## src/rtl/fine_timer8_pkg.sv

```systemverilog
package fine_timer8_pkg;
    localparam int REG_W      = 16;
    localparam int FINE_W     = 4;
    localparam int FINE_LSB   = 8;
    localparam int BIT_RUN    = 0;
    localparam int BIT_RSTRT  = 1;
    localparam int BIT_ONESH  = 4;
    localparam logic ADDR_CTRL   = 1'b0;
    localparam logic ADDR_RELOAD = 1'b1;
endpackage

```

## src/rtl/fine_timer8_regs.sv

```systemverilog
module fine_timer8_regs
    import fine_timer8_pkg::*;
#(
    parameter int CNT_W = 8
) (
    input  logic               clk,
    input  logic               rst_n,
    input  logic               wr_en,
    input  logic               addr,
    input  logic [REG_W-1:0]   wdata,
    output logic [REG_W-1:0]   rdata,
    input  logic               stop_req,
    output logic               run_o,
    output logic               oneshot_o,
    output logic [FINE_W-1:0]  fine_o,
    output logic [FINE_W-1:0]  fine_new_o,
    output logic [CNT_W-1:0]   reload_o,
    output logic               restart_o
);
    typedef struct packed {
        logic              run;
        logic              oneshot;
        logic [FINE_W-1:0] fine;
        logic [CNT_W-1:0]  reload;
    } regs_t;

    regs_t s_d, s_q;
    logic  restart_d;

    always_comb begin
        s_d       = s_q;
        restart_d = 1'b0;
        if (stop_req) begin
            s_d.run = 1'b0;
        end
        if (wr_en && addr == ADDR_CTRL) begin
            s_d.run     = wdata[BIT_RUN];
            s_d.oneshot = wdata[BIT_ONESH];
            s_d.fine    = wdata[FINE_LSB +: FINE_W];
            restart_d   = wdata[BIT_RSTRT];
        end
        if (wr_en && addr == ADDR_RELOAD) begin
            s_d.reload = wdata[CNT_W-1:0];
        end
    end

    always_ff @(posedge clk or negedge rst_n) begin
        if (!rst_n) begin
            s_q <= '0;
        end else begin
            s_q <= s_d;
        end
    end

    always_comb begin
        rdata = '0;
        if (addr == ADDR_CTRL) begin
            rdata[BIT_RUN]              = s_q.run;
            rdata[BIT_ONESH]            = s_q.oneshot;
            rdata[FINE_LSB +: FINE_W]   = s_q.fine;
        end else begin
            rdata[CNT_W-1:0]            = s_q.reload;
        end
    end

    logic unused_wbits;
    assign unused_wbits = ^wdata;

    assign run_o      = s_q.run;
    assign oneshot_o  = s_q.oneshot;
    assign fine_o     = s_q.fine;
    assign fine_new_o = s_d.fine;
    assign reload_o   = s_q.reload;
    assign restart_o  = restart_d;

    // a one-shot stop clears run unless software rewrites it in the same cycle
    a_r9_stop_clears_run: assert property (@(posedge clk) disable iff (!rst_n)
        (stop_req && !wr_en) |=> !s_q.run);
endmodule

```

## src/rtl/fine_timer8_frame.sv

```systemverilog
module fine_timer8_frame
    import fine_timer8_pkg::*;
(
    input  logic              clk,
    input  logic              rst_n,
    input  logic              restart,
    input  logic [FINE_W-1:0] fine_new,
    input  logic [FINE_W-1:0] fine_cur,
    input  logic              uf_evt,
    output logic              delay_req
);
    localparam logic [FINE_W-1:0] IDX_LAST = '1;

    typedef struct packed {
        logic [FINE_W-1:0] idx;
        logic [FINE_W-1:0] fine_act;
    } frame_t;

    frame_t s_d, s_q;
    logic [FINE_W-1:0] idx_rev;

    always_comb begin
        for (int i = 0; i < FINE_W; i++) begin
            idx_rev[i] = s_q.idx[FINE_W-1-i];
        end
        delay_req = (idx_rev < s_q.fine_act);
    end

    always_comb begin
        s_d = s_q;
        if (restart) begin
            s_d.idx      = '0;
            s_d.fine_act = fine_new;
        end else if (uf_evt) begin
            s_d.idx = s_q.idx + 1'b1;
            if (s_q.idx == IDX_LAST) begin
                s_d.fine_act = fine_cur;
            end
        end
    end

    always_ff @(posedge clk or negedge rst_n) begin
        if (!rst_n) begin
            s_q <= '0;
        end else begin
            s_q <= s_d;
        end
    end

    // the active pattern only changes at the start of a frame
    a_r6_pattern_at_frame_start: assert property (@(posedge clk) disable iff (!rst_n)
        !$stable(s_q.fine_act) |-> (s_q.idx == '0));
endmodule

```

## src/rtl/fine_timer8_core.sv

```systemverilog
module fine_timer8_core #(
    parameter int CNT_W = 8
) (
    input  logic             clk,
    input  logic             rst_n,
    input  logic             tick,
    input  logic             run,
    input  logic             restart,
    input  logic [CNT_W-1:0] reload,
    input  logic             oneshot,
    input  logic             delay_req,
    output logic             uf_evt,
    output logic             stop_req,
    output logic             uflow,
    output logic             irq,
    output logic             clk_out
);
    typedef struct packed {
        logic [CNT_W-1:0] cnt;
        logic             stall;
        logic             uf;
        logic             irq;
        logic             clko;
    } core_t;

    core_t s_d, s_q;

    always_comb begin
        s_d     = s_q;
        s_d.uf  = 1'b0;
        s_d.irq = 1'b0;
        uf_evt  = 1'b0;
        if (restart) begin
            s_d.cnt   = reload;
            s_d.stall = 1'b0;
        end else if (run && tick) begin
            if (s_q.cnt != '0) begin
                s_d.cnt = s_q.cnt - 1'b1;
            end else if (delay_req && !s_q.stall) begin
                s_d.stall = 1'b1;
            end else begin
                uf_evt    = 1'b1;
                s_d.stall = 1'b0;
                s_d.cnt   = reload;
                s_d.uf    = 1'b1;
                s_d.irq   = 1'b1;
                s_d.clko  = ~s_q.clko;
            end
        end
        stop_req = uf_evt && oneshot;
    end

    always_ff @(posedge clk or negedge rst_n) begin
        if (!rst_n) begin
            s_q <= '0;
        end else begin
            s_q <= s_d;
        end
    end

    assign uflow   = s_q.uf;
    assign irq     = s_q.irq;
    assign clk_out = s_q.clko;

    // a stopped timer holds its count
    a_r11_hold_when_stopped: assert property (@(posedge clk) disable iff (!rst_n)
        (!run && !restart) |=> $stable(s_q.cnt));
    // the extra step is only ever taken at the bottom of the count
    a_r4_stall_at_zero: assert property (@(posedge clk) disable iff (!rst_n)
        s_q.stall |-> (s_q.cnt == '0));
    // output clock moves only with an underflow
    a_r8_clk_only_on_uflow: assert property (@(posedge clk) disable iff (!rst_n)
        !s_q.uf |-> (s_q.clko == $past(s_q.clko)));
endmodule

```

## src/rtl/fine_timer8.sv

```systemverilog
module fine_timer8
    import fine_timer8_pkg::*;
#(
    parameter int CNT_W = 8
) (
    input  logic              clk,
    input  logic              rst_n,
    input  logic              cnt_en,
    input  logic              reg_wr,
    input  logic              reg_addr,
    input  logic [REG_W-1:0]  reg_wdata,
    output logic [REG_W-1:0]  reg_rdata,
    output logic              uflow_pulse,
    output logic              irq_req,
    output logic              clk_out
);
    logic              run_w, oneshot_w, restart_w, stop_w, uf_evt_w, delay_w;
    logic [FINE_W-1:0] fine_w, fine_new_w;
    logic [CNT_W-1:0]  reload_w;

    fine_timer8_regs #(.CNT_W(CNT_W)) i_regs (
        .clk        (clk),
        .rst_n      (rst_n),
        .wr_en      (reg_wr),
        .addr       (reg_addr),
        .wdata      (reg_wdata),
        .rdata      (reg_rdata),
        .stop_req   (stop_w),
        .run_o      (run_w),
        .oneshot_o  (oneshot_w),
        .fine_o     (fine_w),
        .fine_new_o (fine_new_w),
        .reload_o   (reload_w),
        .restart_o  (restart_w)
    );

    fine_timer8_frame i_frame (
        .clk       (clk),
        .rst_n     (rst_n),
        .restart   (restart_w),
        .fine_new  (fine_new_w),
        .fine_cur  (fine_w),
        .uf_evt    (uf_evt_w),
        .delay_req (delay_w)
    );

    fine_timer8_core #(.CNT_W(CNT_W)) i_core (
        .clk       (clk),
        .rst_n     (rst_n),
        .tick      (cnt_en),
        .run       (run_w),
        .restart   (restart_w),
        .reload    (reload_w),
        .oneshot   (oneshot_w),
        .delay_req (delay_w),
        .uf_evt    (uf_evt_w),
        .stop_req  (stop_w),
        .uflow     (uflow_pulse),
        .irq       (irq_req),
        .clk_out   (clk_out)
    );

    // interrupt request always accompanies the underflow pulse
    a_r7_irq_with_uflow: assert property (@(posedge clk) disable iff (!rst_n)
        uflow_pulse == irq_req);
    // after a one-shot underflow the timer is no longer running
    a_r9_oneshot_halts: assert property (@(posedge clk) disable iff (!rst_n)
        (uflow_pulse && oneshot_w && !$past(reg_wr)) |-> !run_w);
endmodule

```

## config.mk

```make
export PLATFORM = sky130hd
export DESIGN_NAME = fine_timer8
export DESIGN_NICKNAME = d
export VERILOG_FILES = /design/src/rtl/fine_timer8_pkg.sv /design/src/rtl/fine_timer8_regs.sv /design/src/rtl/fine_timer8_frame.sv /design/src/rtl/fine_timer8_core.sv /design/src/rtl/fine_timer8.sv
export SDC_FILE = /design/constraint.sdc
export NUM_CORES = 1
export LEC_CHECK = 0
export CAP_MARGIN = 20
export CORE_MARGIN = 5
export CORE_UTILIZATION = 50
export DETAILED_ROUTE_END_ITERATION = 16
export DONT_BUFFER_PORTS = 1
export PLACE_DENSITY = 0.69
export SYNTH_ARGS = -nofsm -noshare
export SYNTH_HDL_FRONTEND = slang
export SYNTH_SLANG_ARGS = --single-unit
```

## constraint.sdc

```tcl
create_clock -name clk -period 4.7 [get_ports clk]
set_clock_uncertainty 0.2 [all_clocks]
set_input_delay 0.47 -clock clk [delete_from_list [all_inputs] [get_ports clk]]
set_output_delay 0.47 -clock clk [all_outputs]
set_load 0.05 [all_outputs]
```

==> metrics.md, run 1 <==
| Metric | Value |
|---|---|
| Syn Area/Cell | between 10 and 15 um2 |
| Layout cells sized above 1 | between 10% and 20% |
| Ant. Diodes | 0 |
| CP cell instances | ha_1 > or4_4 > a21oi_4 > nor4_2 > o31ai_1 > a2bb2oi_1 |
| Post-layout nets | 211 |
| Top Usage Layer GRT | met2 |
| CTS buffer count | 5 |
| Final Critical Period | 2500 ps |
| Placer Congestion | approximately 0.84 |
| Clock Latency Late Sink | 280 ps |
| Crit path max fanout | 9 |
| Main flop type after synthesis | dfrtp_1 |
| Final WL | about 4100 um |
| Die area | 5120 um2 |
| Max-slew violation count | 0 |
| Static Leakage | roughly 0.86 nW |
| Worst r2r src | i_frame.idx_rev[1] |
| Post-DP HPWL | 2960 um |
| RSZ-0062 raised after global routing | false |
| WS Path Type | reg -> reg |
| Worst EP required | 4640 ps |
| Worst hold-check path type | in -> reg |
| Crit share post-route | 53.2% |
| Asr flop ratio synth | between 90% and 100% |
| PortBufs | 0 |
| Post_cts resized | 0 |
| Crit-path max cell delay | approximately 540 ps |
| Initial Utilization | 51.8% |
| Maximum root-to-sink buffer count | 2 |
| FF-to-FF setup slack | ~2200 ps |
| GR Layer Usage met1 | a little over a fifth |
| Multi-input gate area | 990 um2 |
| Status | finished clean |
| Global-route wire length before repair | 6870 um |
| PwrDens | 402 nW/um2 |
| Sink Count | 33 |
| Met3 usage | under 10% |
| Vias per Instance | 6.06 |
| Die width | 71.6 um |
| Die height | 71.6 um |
| Synthesized flop and latch total | 33 |
| YS warnings | 0 |
| Total negative setup slack | 0 ps |
| Core area | 3660 um2 |
| Critical-path top delay cell | or4_4 |
| Worst-margin pin slew | 941 ps |
| Arr. time, crit path | between 2000 and 2500 ps |
| Crit path to | i_core.s_q[6] |
| Final Hold Viols | 0 |
| Num rows | 22 |
| Met2 Usage GRT | 27.0% |
| Yosys cell types | 49 |
| Crit path from | i_frame.idx_rev[1] |
| Total GRT Usage | 17.1% |
| DRC viols | 0 |
| Post-synth EDFFs | 0 |
| CTS H-tree depth | 2 |
| 1st-iter DRT viols | 63 |
| FF-to-FF path depth | 6 |
| Worst IR Drop VDD | 0.221 mV |
| Top cell type by total area after synthesis | dfrtp_1 |
| Cells after Synth | 183 |
| Synth top area share | 43.6% |
| Clk pin slew, worst setup/hold paths | 60 ps |
| Crit path launch type | register |
| Vias in the first global route | 1444 |
| Final setup fails | 0 |
| Vias post-DR | around 1400 |
| DRT Pass-1 Iters | 4 |
| Initial antenna violation count | 0 |
| Area growth syn-to-layout | 6.67% |
| Fmax | 400 MHz |
| Synth top area cells | dfrtp_1 (44%), mux2_2 (8.9%), ha_1 (4.0%) |
| Top-level I/O count | 40 |
| CTS tree | yes |
| Sequential cell area | 826 um2 |
| Mapped Area | between 1500 and 2000 um2 |
| Layout Cells excl Fill | 232 |
| Wirelength per Cell | roughly 18 um |
| Root Buffer | clkbuf_8 |
| Fillcell total | 319 |
| Reg-to-Reg End | i_core.s_q[6] |
| Sequential share of the synthesized area | between 40% and 50% |
| Final ANT Viol Nets | 0 |
| Largest net degree at the start of global routing | 34 |
| Max-slew headroom | between 30% and 40% |
| Total grt overflow | 0 |
| Placed Instances | 223 |
| Crit path capture type | register |
| Max_cap viols | 0 |
[kinds of logic (layout without fill, tap and decap cells)]
family | Yosys count | in the layout | synth area share [%]
muxes | 17 | 17 | 9.97
other | 1 | 4 | 0.198
AOI/OAI and AO/OA | 34 | 34 | 12.9
and+or+nand+nor | 69 | 69 | 22.8
adders and majority gates | 6 | 6 | 3.96
xor gates and xnor gates | 4 | 4 | 1.85
buffers and inverters | 19 | 17 | 4.82
DFF | 33 | 33 | 43.6
[placed cells by master (no fill, tap or decap), types with 3 or more instances in the layout]
cell type	netlist	routed
ha_1	6	6
nor2b_1	5	5
conb_1	1	4
a21oi_1	7	7
o31ai_1	6	6
nand2_1	9	9
and2_1	10	10
nand3_1	3	3
dfrtp_1	33	33
mux2_2	15	15
clkbuf_8	0	6
nor3_1	4	4
xnor2_1	3	3
inv_1	8	8
nor2_1	12	12
nand4_1	7	7
a31oi_1	5	5
[sequential cells by signal, summed over array words and instances (netlist names)]
name / cells
i_core.clk_out: 1
i_core.irq: 1
i_core.s_q: 9
i_frame.idx_rev: 4
i_frame.s_q: 4
i_regs.fine_o: 4
i_regs.oneshot_o: 1
i_regs.reload_o: 8
i_regs.run_o: 1
[how the worst min path moves through the flow]
stage / start / to / slack, ps / cells after the start
finish: reg_wdata[0] / i_regs.run_o / 110 / 1
global route: reg_wdata[0] / i_regs.run_o / 90 / 1
CTS: reg_wdata[0] / i_regs.run_o / 100 / 1
detailed placement: rst_n / i_core.irq / -20 / 0
global placement: rst_n / i_core.irq / -20 / 0
floorplan: rst_n / i_core.clk_out / -30 / 0
[where the power goes]
part | internal [W] | switching, W
sequential | 0.000330 | 0.0000547
clock | 0.000116 | 0.000100
combinational | 0.0000766 | 0.000136
total | 0.000522 | 0.000291
[worst max-delay path, delay by kind of cell, from the launching register on]
family	cells	cell delay (ps)
AO/OA/AOI/OAI	3	710
adder cells (fa/ha/maj)	1	250
flip-flops	1	490
AND/OR/NAND/NOR	2	700
[cell type report]
cell class	instances	share of cell area, %
inverter	8	1.49
clock buffer	7	4.27
tap	48	2.97
multi-input combinational	134	48.9
sequential	33	40.8
timing repair buffer	2	1.49
[synthesized netlist by cell type (4+ instances only)]
cell     instances
a31oi_1          5
mux2_2          15
ha_1             6
o31ai_1          6
inv_1            8
nand4_1          7
a21oi_1          7
nor2b_1          5
nor2_1          12
nor3_1           4
nand2_1          9
buf_4            5
dfrtp_1         33
and2_1          10
[through the flow]
stage | instance area [um2] | utilization [%] | hold WS [ps] | total power, W | setup slack (ps)
floorplan | 1910 | - | -25.6 | 0.000553 | 2550
global placement | 1910 | 52.1 | -24.1 | 0.000579 | 2270
detailed placement | 1910 | 52.1 | -24.1 | 0.000591 | 2240
CTS | 2020 | 55.2 | 100 | 0.000817 | 2240
global route | 2020 | 55.2 | 90.9 | 0.000854 | 2110
finish | 2020 | 55.2 | 110 | 0.000813 | 2200
[per-layer routing]
layer | wire, um | vias to the layer above | share of wire [%]
li1 | - | 656 | -
met1 | 1830 | 701 | 44
met2 | 2000 | 44 | 48
met3 | 247 | 6 | 6.0
met4 | 63 | 0 | 1.5
met5 | 0 | - | 0
[what timing repair did]
action,4_1_cts,5_1_grt
hold buffers,2,0
setup endpoints to repair,0,0
endpoints found under the hold margin,33,0
buffers inserted,0,0
Note: power is estimated with default switching activity, not from simulation.
==> run 2, diff against run 1 <==
--- a/config.mk
+++ b/config.mk
@@ -5,6 +5,7 @@
 export SDC_FILE = /design/constraint.sdc
 export NUM_CORES = 1
 export LEC_CHECK = 0
+export ABC_AREA = 1
 export CAP_MARGIN = 20
 export CORE_MARGIN = 5
 export CORE_UTILIZATION = 50
==> constraint.sdc (replaced) <==
create_clock -name clk -period 2.3 [get_ports clk]
set_clock_uncertainty 0.2 [all_clocks]
set_input_delay 0.23 -clock clk [delete_from_list [all_inputs] [get_ports clk]]
set_output_delay 0.23 -clock clk [all_outputs]
set_load 0.05 [all_outputs]
==> run 2 against run 1 <==
Against the previous run:
- sequential power increased by 120%
- global-route usage increased by 1.9 points
- total power increased to 2.8 times the previous value
- worst setup slack got worse by 1900 ps
- non-clock buffer count increased by 20
- clock power increased by 130%
- synthesized cell count increased by 55%
- highest routed layer unchanged
- hold slack got worse by 90 ps
- final area increased by 16%
- count of clock-buffer cells in the layout unchanged
- register-to-register slack got worse by 1900 ps
==> metrics.md, run 2 <==
| Metric | Value |
|---|---|
| Global-route wire length before repair | 7970 um (+16%) |
| YS warnings | 0 (unchanged) |
| Max-slew headroom | 66.0% (+29 points) |
| Fmax | 505 MHz (+26%) |
| Arr. time, crit path | 1960 ps (-480 ps) |
| Worst EP required | 2280 ps (-2360 ps) |
| Wirelength per Cell | 12.2 um (-32%) |
| Worst hold-check path type | in -> reg |
| Max-slew violation count | 0 (unchanged) |
| Synth top area cells | dfrtp_1 (41%), nand2_1 (18%), inv_1 (7.6%) |
| Sink Count | 33 (unchanged) |
| Cells after Synth | 283 (+55%) |
| Placer Congestion | 0.833 (-0.42%) |
| PortBufs | 0 (unchanged) |
| Max_cap viols | 0 (unchanged) |
| Post_cts resized | 0 (unchanged) |
| Pre-CTS setup slack | 340 ps (-1900 ps) |
| DRT Pass-1 Iters | 4 (unchanged) |
| Critical-path top delay cell | dfrtp_1 |
| Asr flop ratio synth | 100% (unchanged) |
| Post-DP HPWL | 3120 um (+5.3%) |
| Top reg by flops | i_core.s_q |
| Most frequent cells in the layout | nand2_1 (100), inv_1 (41), dfrtp_1 (33) |
| CTS tree | yes |
| Placed Instances | 332 (+49%) |
| Syn Area/Cell | 7.18 um2 (-31%) |
| Top-level I/O count | 40 (unchanged) |
| Main flop type after synthesis | dfrtp_1 |
| Crit-path max cell delay | 420 ps (-120 ps) |
| Core area | 3970 um2 (+8.5%) |
| Net Sw Frac | 42.5% (+6.7 points) |
| Total GRT Usage | 19.0% (+1.9 points) |
| Most frequent cells after synthesis | nand2_1 (100), inv_1 (41), dfrtp_1 (33), nand3_1 (21), o21ai_0 (18) |
| Area growth syn-to-layout | 15.5% |
| 1st-iter DRT viols | 42 (-33%) |
| Final Critical Period | 1980 ps (-520 ps) |
| Die area | 5440 um2 (+6.1%) |
| Worst r2r src | i_frame.idx_rev[3] |
| Post-synth EDFFs | 0 (unchanged) |
| DRC viols | 0 (unchanged) |
| WS Path Type | reg -> reg |
| Crit path to | i_core.s_q[7] |
| Worst setup margin | 321 ps (-1880 ps) |
| Crit share post-route | 86.0% (+33 points) |
| CP cell instances | ha_1 > a21oi_1 > inv_1 > a21oi_1 > nand3_4 > nand2_4 > inv_2 > nand2_1 > nand2_1 |
| Most frequent cell after synthesis | nand2_1 |
| FF-to-FF setup slack | 320 ps (-1880 ps) |
| Fillcell total | 379 (+19%) |
| Vias per Instance | 4.87 (-20%) |
| Num rows | 23 (+4.5%) |
| Root Buffer | clkbuf_8 |
| Synthesized flop and latch total | 33 (unchanged) |
| Total grt overflow | 0 (unchanged) |
| Int Pwr | 0.00130 W (+150%) |
| Crit path capture type | register |
| Die width | 73.7 um (+3.0%) |
| CTS H-tree depth | 2 (unchanged) |
| Post-layout nets | 331 (+57%) |
| Flop pwr share | 37.2% (-10 points) |
| Crit path from | i_frame.idx_rev[3] |
| Vias in the first global route | 1783 (+23%) |
| Static Leakage | 1.30 nW (+52%) |
| RSZ-0062 raised after global routing | false |
| Yosys cell types | 31 (-37%) |
| Final setup fails | 0 (unchanged) |
| CTS buffer count | 5 (unchanged) |
| Final WL | 4320 um (+4.4%) |
| Final ANT Viol Nets | 0 (unchanged) |
| Maximum root-to-sink buffer count | 2 (unchanged) |
| Final Hold Viols | 0 (unchanged) |
| FF-to-FF path depth | 9 (+3) |
| Top cell type by total area after synthesis | dfrtp_1 |
| Initial Utilization | 51.1% (-0.64 points) |
| Largest net degree at the start of global routing | 34 (unchanged) |
| Layout Cells excl Fill | 355 (+53%) |
| Layout cells sized above 1 | 12.5% (-5.5 points) |
| Clk pin slew, worst setup/hold paths | 70 ps (about the same) |
| Crit path max fanout | 12 (+3) |
| Worst IR Drop VDD | 0.508 mV (+130%) |
| Synth top area share | 40.7% (-2.9 points) |
| Comb pwr share | 41.0% (+15 points) |
| PwrDens | 966 nW/um2 (+140%) |
| Mapped Area | 2030 um2 (+7.1%) |
| Crit path launch type | register |
| Die height | 73.7 um (+3.0%) |
| Worst-margin pin slew | 508 ps (-434 ps) |
| Ant. Diodes | 0 (unchanged) |
| Number of flip-flops in the largest register | 9 (unchanged) |
| Vias post-DR | 1730 (+23%) |
| Total negative setup slack | 0 ps (unchanged) |
| Sequential share of the synthesized area | 40.7% (-2.9 points) |
| Status | finished clean |
| Clock network fraction of total power | 21.8% (-4.8 points) |
| Clock Latency Late Sink | 290 ps (about the same) |
| Switching Power | 0.000962 W (+230%) |
| Initial antenna violation count | 0 (unchanged) |
| Reg-to-Reg End | i_core.s_q[7] |
| Commonest non-fill, non-tap cell in the layout | nand2_1 |
## run 2: changes by cell type after synthesis, sizes merged, moves of 6 or more
cell   previous run  this run
nand2            11       105
o21ai             3        24
o31ai             6         0
nand4             7         1
nor2             13        19
inv               8        45
and2             10         0
mux2             15         4
nand3             3        23
## run 2: stage by stage
step	hold slack, ps	area (um2)	util [%]	total power [W]
2_1_floorplan	-266	2040	-	0.00159
3_3_place_gp	-265	2080	52.5	0.00172
3_5_place_dp	-265	2080	52.5	0.00174
4_1_cts	15.4	2340	59.0	0.00228
5_1_grt	47.6	2340	59.0	0.00248
6_report	19.8	2340	59.0	0.00226
## run 2: worst max-delay path: cells and delay by family (launching register included)
family | cells | cell delay (ps)
buffers and inverters | 2 | 140
flip-flops | 1 | 420
adder cells (fa/ha/maj) | 1 | 320
AO/OA/AOI/OAI | 2 | 400
AND/OR/NAND/NOR | 4 | 390
## run 2: how the worst min path moves through the flow
stage                     slack [ps]  cells past startpoint           from          endpoint
after floorplan                 -270                      0          rst_n    i_core.clk_out
after global routing              50                      4  reg_wdata[11]    i_frame.s_q[3]
after global placement          -260                      0          rst_n  i_regs.fine_o[3]
after detailed placement        -260                      0          rst_n  i_regs.fine_o[3]
after CTS                         20                      4  reg_wdata[11]    i_frame.s_q[3]
final                             20                      4  reg_wdata[11]    i_frame.s_q[3]
## run 2: layer usage
| layer | track usage (%) | share of wire [%] |
|---|---|---|
| met5 | 0 | 0 |
| met4 | 6.84 | 1.8 |
| met3 | 4.38 | 4.8 |
| met2 | 31.5 | 48 |
| met1 | 24.0 | 46 |
## run 2: layout make-up
type	instances	area, um2	share of cell area [%]
multi-input cells	196	968	41.3
clock inverters	1	5.00	0.213
clock buffers	7	96.3	4.11
well taps	50	62.6	2.67
flip-flops and latches	33	826	35.2
repair buffers	22	213	9.07
inverters	46	174	7.42
## run 2: power groups by stage
stage / clock (W) / combinational (W) / sequential [W]
6_report: 0.000493 / 0.000928 / 0.000843
5_1_grt: 0.000530 / 0.00109 / 0.000865
2_1_floorplan: 0 / 0.000771 / 0.000824
3_3_place_gp: 0 / 0.000876 / 0.000846
3_5_place_dp: 0 / 0.000895 / 0.000850
4_1_cts: 0.000502 / 0.000933 / 0.000841
## run 2: cell families (layout without fill, tap and decap cells)
kind of cell	count (synthesis)	in the layout	synth area share [%]
AOI/OAI and AO/OA	28	28	7.21
xor gates and xnor gates	3	3	1.29
adders and majority gates	6	6	3.70
buffers and inverters	57	76	12.2
DFF	33	33	40.7
muxes	4	4	2.22
other	1	4	0.185
and+or+nand+nor	151	151	32.5
## run 2: repair_timing
action | CTS | global route
hold buffers | 15 | 0
hold endpoints to repair | 50 | 0
setup buffers | 0 | 0
endpoints found under the setup margin | 0 | 0
==> run 3, diff against run 2 <==
--- a/config.mk
+++ b/config.mk
@@ -8,10 +8,10 @@
 export ABC_AREA = 1
 export CAP_MARGIN = 20
 export CORE_MARGIN = 5
-export CORE_UTILIZATION = 50
+export CORE_UTILIZATION = 30
 export DETAILED_ROUTE_END_ITERATION = 16
 export DONT_BUFFER_PORTS = 1
-export PLACE_DENSITY = 0.69
+export PLACE_DENSITY = 0.4
 export SYNTH_ARGS = -nofsm -noshare
 export SYNTH_HDL_FRONTEND = slang
 export SYNTH_SLANG_ARGS = --single-unit
==> run 3 against run 2 <==
Against the previous run:
- cell count is 8.2% higher
- largest cell class unchanged
- critical path depth stayed put
- worst setup slack worse by 1.1 ps
- flip-flop and latch count stayed put
- critical endpoint is now i_core.s_q[8]
- wire length is 7.6% higher
- sequential power hardly changed
- combinational power is 1% higher
- total power is 1.4% lower
- clock power is 7.9% lower
==> metrics.md, run 3 (synthesis results as in run 2) <==
| Metric | Value |
|---|---|
| Status | finished clean |
| Clock network fraction of total power | 20.4% (-1.4 points) |
| Post_cts resized | 0 (unchanged) |
| Area growth syn-to-layout | 16.5% |
| Final Hold Viols | 0 (unchanged) |
| Wirelength per Cell | 12.1 um (-0.54%) |
| Clock Latency Late Sink | 280 ps (about the same) |
| 1st-iter DRT viols | 93 (+120%) |
| Crit path max fanout | 12 (unchanged) |
| Initial antenna violation count | 0 (unchanged) |
| Crit-path max cell delay | 420 ps (about the same) |
| Root Buffer | clkbuf_8 |
| Switching Power | 0.000958 W (-0.46%) |
| CTS buffer count | 5 (unchanged) |
| Setup Buffers After CTS | 0 (unchanged) |
| Crit path launch type | register |
| CTS tree | yes |
| CP cell instances | ha_1 > a21oi_1 > inv_1 > a21oi_1 > nand3_4 > nand2_4 > inv_2 > nand2_1 > nand2_1 |
| Final setup fails | 0 (unchanged) |
| Vias post-DR | 1677 (-3.1%) |
| Final WL | 4650 um (+7.6%) |
| Post-DP HPWL | 3360 um (+7.8%) |
| Sink Count | 33 (unchanged) |
| Net Sw Frac | 42.9% (+0.42 points) |
| Clk pin slew, worst setup/hold paths | 70 ps (about the same) |
| RSZ-0062 raised after global routing | false |
| Max_cap viols | 0 (unchanged) |
| Final ANT Viol Nets | 0 (unchanged) |
| Top-level I/O count | 40 (unchanged) |
| Arr. time, crit path | 1960 ps (about the same) |
| Layout cells sized above 1 | 12.2% (-0.29 points) |
| Initial Utilization | 30.4% (-21 points) |
| Layout Cells excl Fill | 384 (+8.2%) |
| CTS H-tree depth | 2 (unchanged) |
| Top reg by flops | i_core.s_q |
| Total grt overflow | 0 (unchanged) |
| Flop pwr share | 37.7% (+0.5 points) |
| DRT Pass-1 Iters | 4 (unchanged) |
| Number of flip-flops in the largest register | 9 (unchanged) |
| Placed Instances | 363 (+9.3%) |
| Crit share post-route | 86.1% (about the same) |
| Fmax | 505 MHz (about the same) |
| Critical-path top delay cell | dfrtp_1 |
| Worst hold-check path type | in -> reg |
| Worst EP required | 2280 ps (about the same) |
| Maximum root-to-sink buffer count | 2 (unchanged) |
| Int Pwr | 0.00127 W (-2.2%) |
| Largest net degree at the start of global routing | 34 (unchanged) |
| Vias per Instance | 4.37 (-10%) |
| Num rows | 30 (+30%) |
| Post-layout nets | 331 (unchanged) |
| WS Path Type | reg -> reg |
| Die width | 92.3 um (+25%) |
| Placer Congestion | 0.744 (-11%) |
| PwrDens | 944 nW/um2 (-2.3%) |
| Ant. Diodes | 0 (unchanged) |
| DRC viols | 0 (unchanged) |
| Die area | 8510 um2 (+57%) |
| Core area | 6680 um2 (+68%) |
| Comb pwr share | 42.0% (+1.0 points) |
| Most frequent cells in the layout | nand2_1 (100), inv_1 (41), dfrtp_1 (33) |
| Crit path capture type | register |
| Total negative setup slack | 0 ps (unchanged) |
| Commonest non-fill, non-tap cell in the layout | nand2_1 |
| Static Leakage | 1.29 nW (-0.74%) |
| Vias in the first global route | 1645 (-7.7%) |
| Worst IR Drop VDD | 0.407 mV (-20%) |
| Final Critical Period | 1980 ps (+1.09 ps) |
| PortBufs | 0 (unchanged) |
| Global-route wire length before repair | 7830 um (-1.7%) |
| Die height | 92.3 um (+25%) |
| Max-slew violation count | 0 (unchanged) |
| Post-cts hold buffer count | 14 (-1) |
| Total GRT Usage | 11.6% (-7.4 points) |
run 3: power by group through the flow:
stage               combinational (W)  sequential [W]  clock (W)
floorplan                    0.000771        0.000824          0
global placement             0.000906        0.000854          0
detailed placement           0.000910        0.000851          0
CTS                          0.000951        0.000842   0.000482
global route                  0.00108        0.000859   0.000504
finish                       0.000937        0.000841   0.000454
run 3: worst max-delay path, delay by kind of cell (launching register included):
kind                     cells  cell delay, ps
flip-flops                   1             420
AO/OA/AOI/OAI                2             400
adder cells (fa/ha/maj)      1             320
AND/OR/NAND/NOR              4             410
buffers and inverters        2             140
run 3: worst paths after layout:
kind / from / endpoint / slack [ps] / cells after the start
setup / recovery: i_frame.idx_rev[3] / i_core.s_q[8] / 320 / 9
hold / removal: cnt_en / i_core.s_q[3] / 20 / 2
setup reg to reg: i_frame.idx_rev[3] / i_core.s_q[8] / 320 / 9
hold reg to reg: i_regs.fine_o[2] / i_regs.fine_o[2] / 290 / 2
max in group asynchronous: rst_n / i_regs.reload_o[7] / 1520 / 2
min in group asynchronous: rst_n / i_core.s_q[4] / 200 / 2
run 3: cell type report:
cell class / count / area (um2)
Fill cell: 723 / 4320
Multi-Input combinational cell: 196 / 968
Sequential cell: 33 / 826
Timing Repair Buffer: 22 / 210
Inverter: 46 / 174
Tap cell: 80 / 100
Clock buffer: 7 / 86.3
run 3: per-stage QoR:
| step | cell area [um2] | util [%] | total power [W] | hold WS (ps) | setup WS [ps] |
|---|---|---|---|---|---|
| floorplan | 2040 | - | 0.00159 | -266 | 416 |
| finish | 2360 | 35.4 | 0.00223 | 15.2 | 320 |
| global placement | 2130 | 31.9 | 0.00176 | -265 | 317 |
| CTS | 2360 | 35.4 | 0.00227 | 5.84 | 287 |
| detailed placement | 2130 | 31.9 | 0.00176 | -265 | 286 |
| global route | 2360 | 35.4 | 0.00245 | 10.4 | 118 |
run 3: routing by layer:
| metal | track usage [%] | part of all wire [%] | vias to the layer above |
|---|---|---|---|
| li1 | - | - | 900 |
| met1 | 15.7 | 51 | 735 |
| met2 | 17.7 | 44 | 37 |
| met3 | 2.87 | 4.0 | 5 |
| met4 | 4.46 | 1.3 | 0 |
| met5 | 0 | 0 | - |
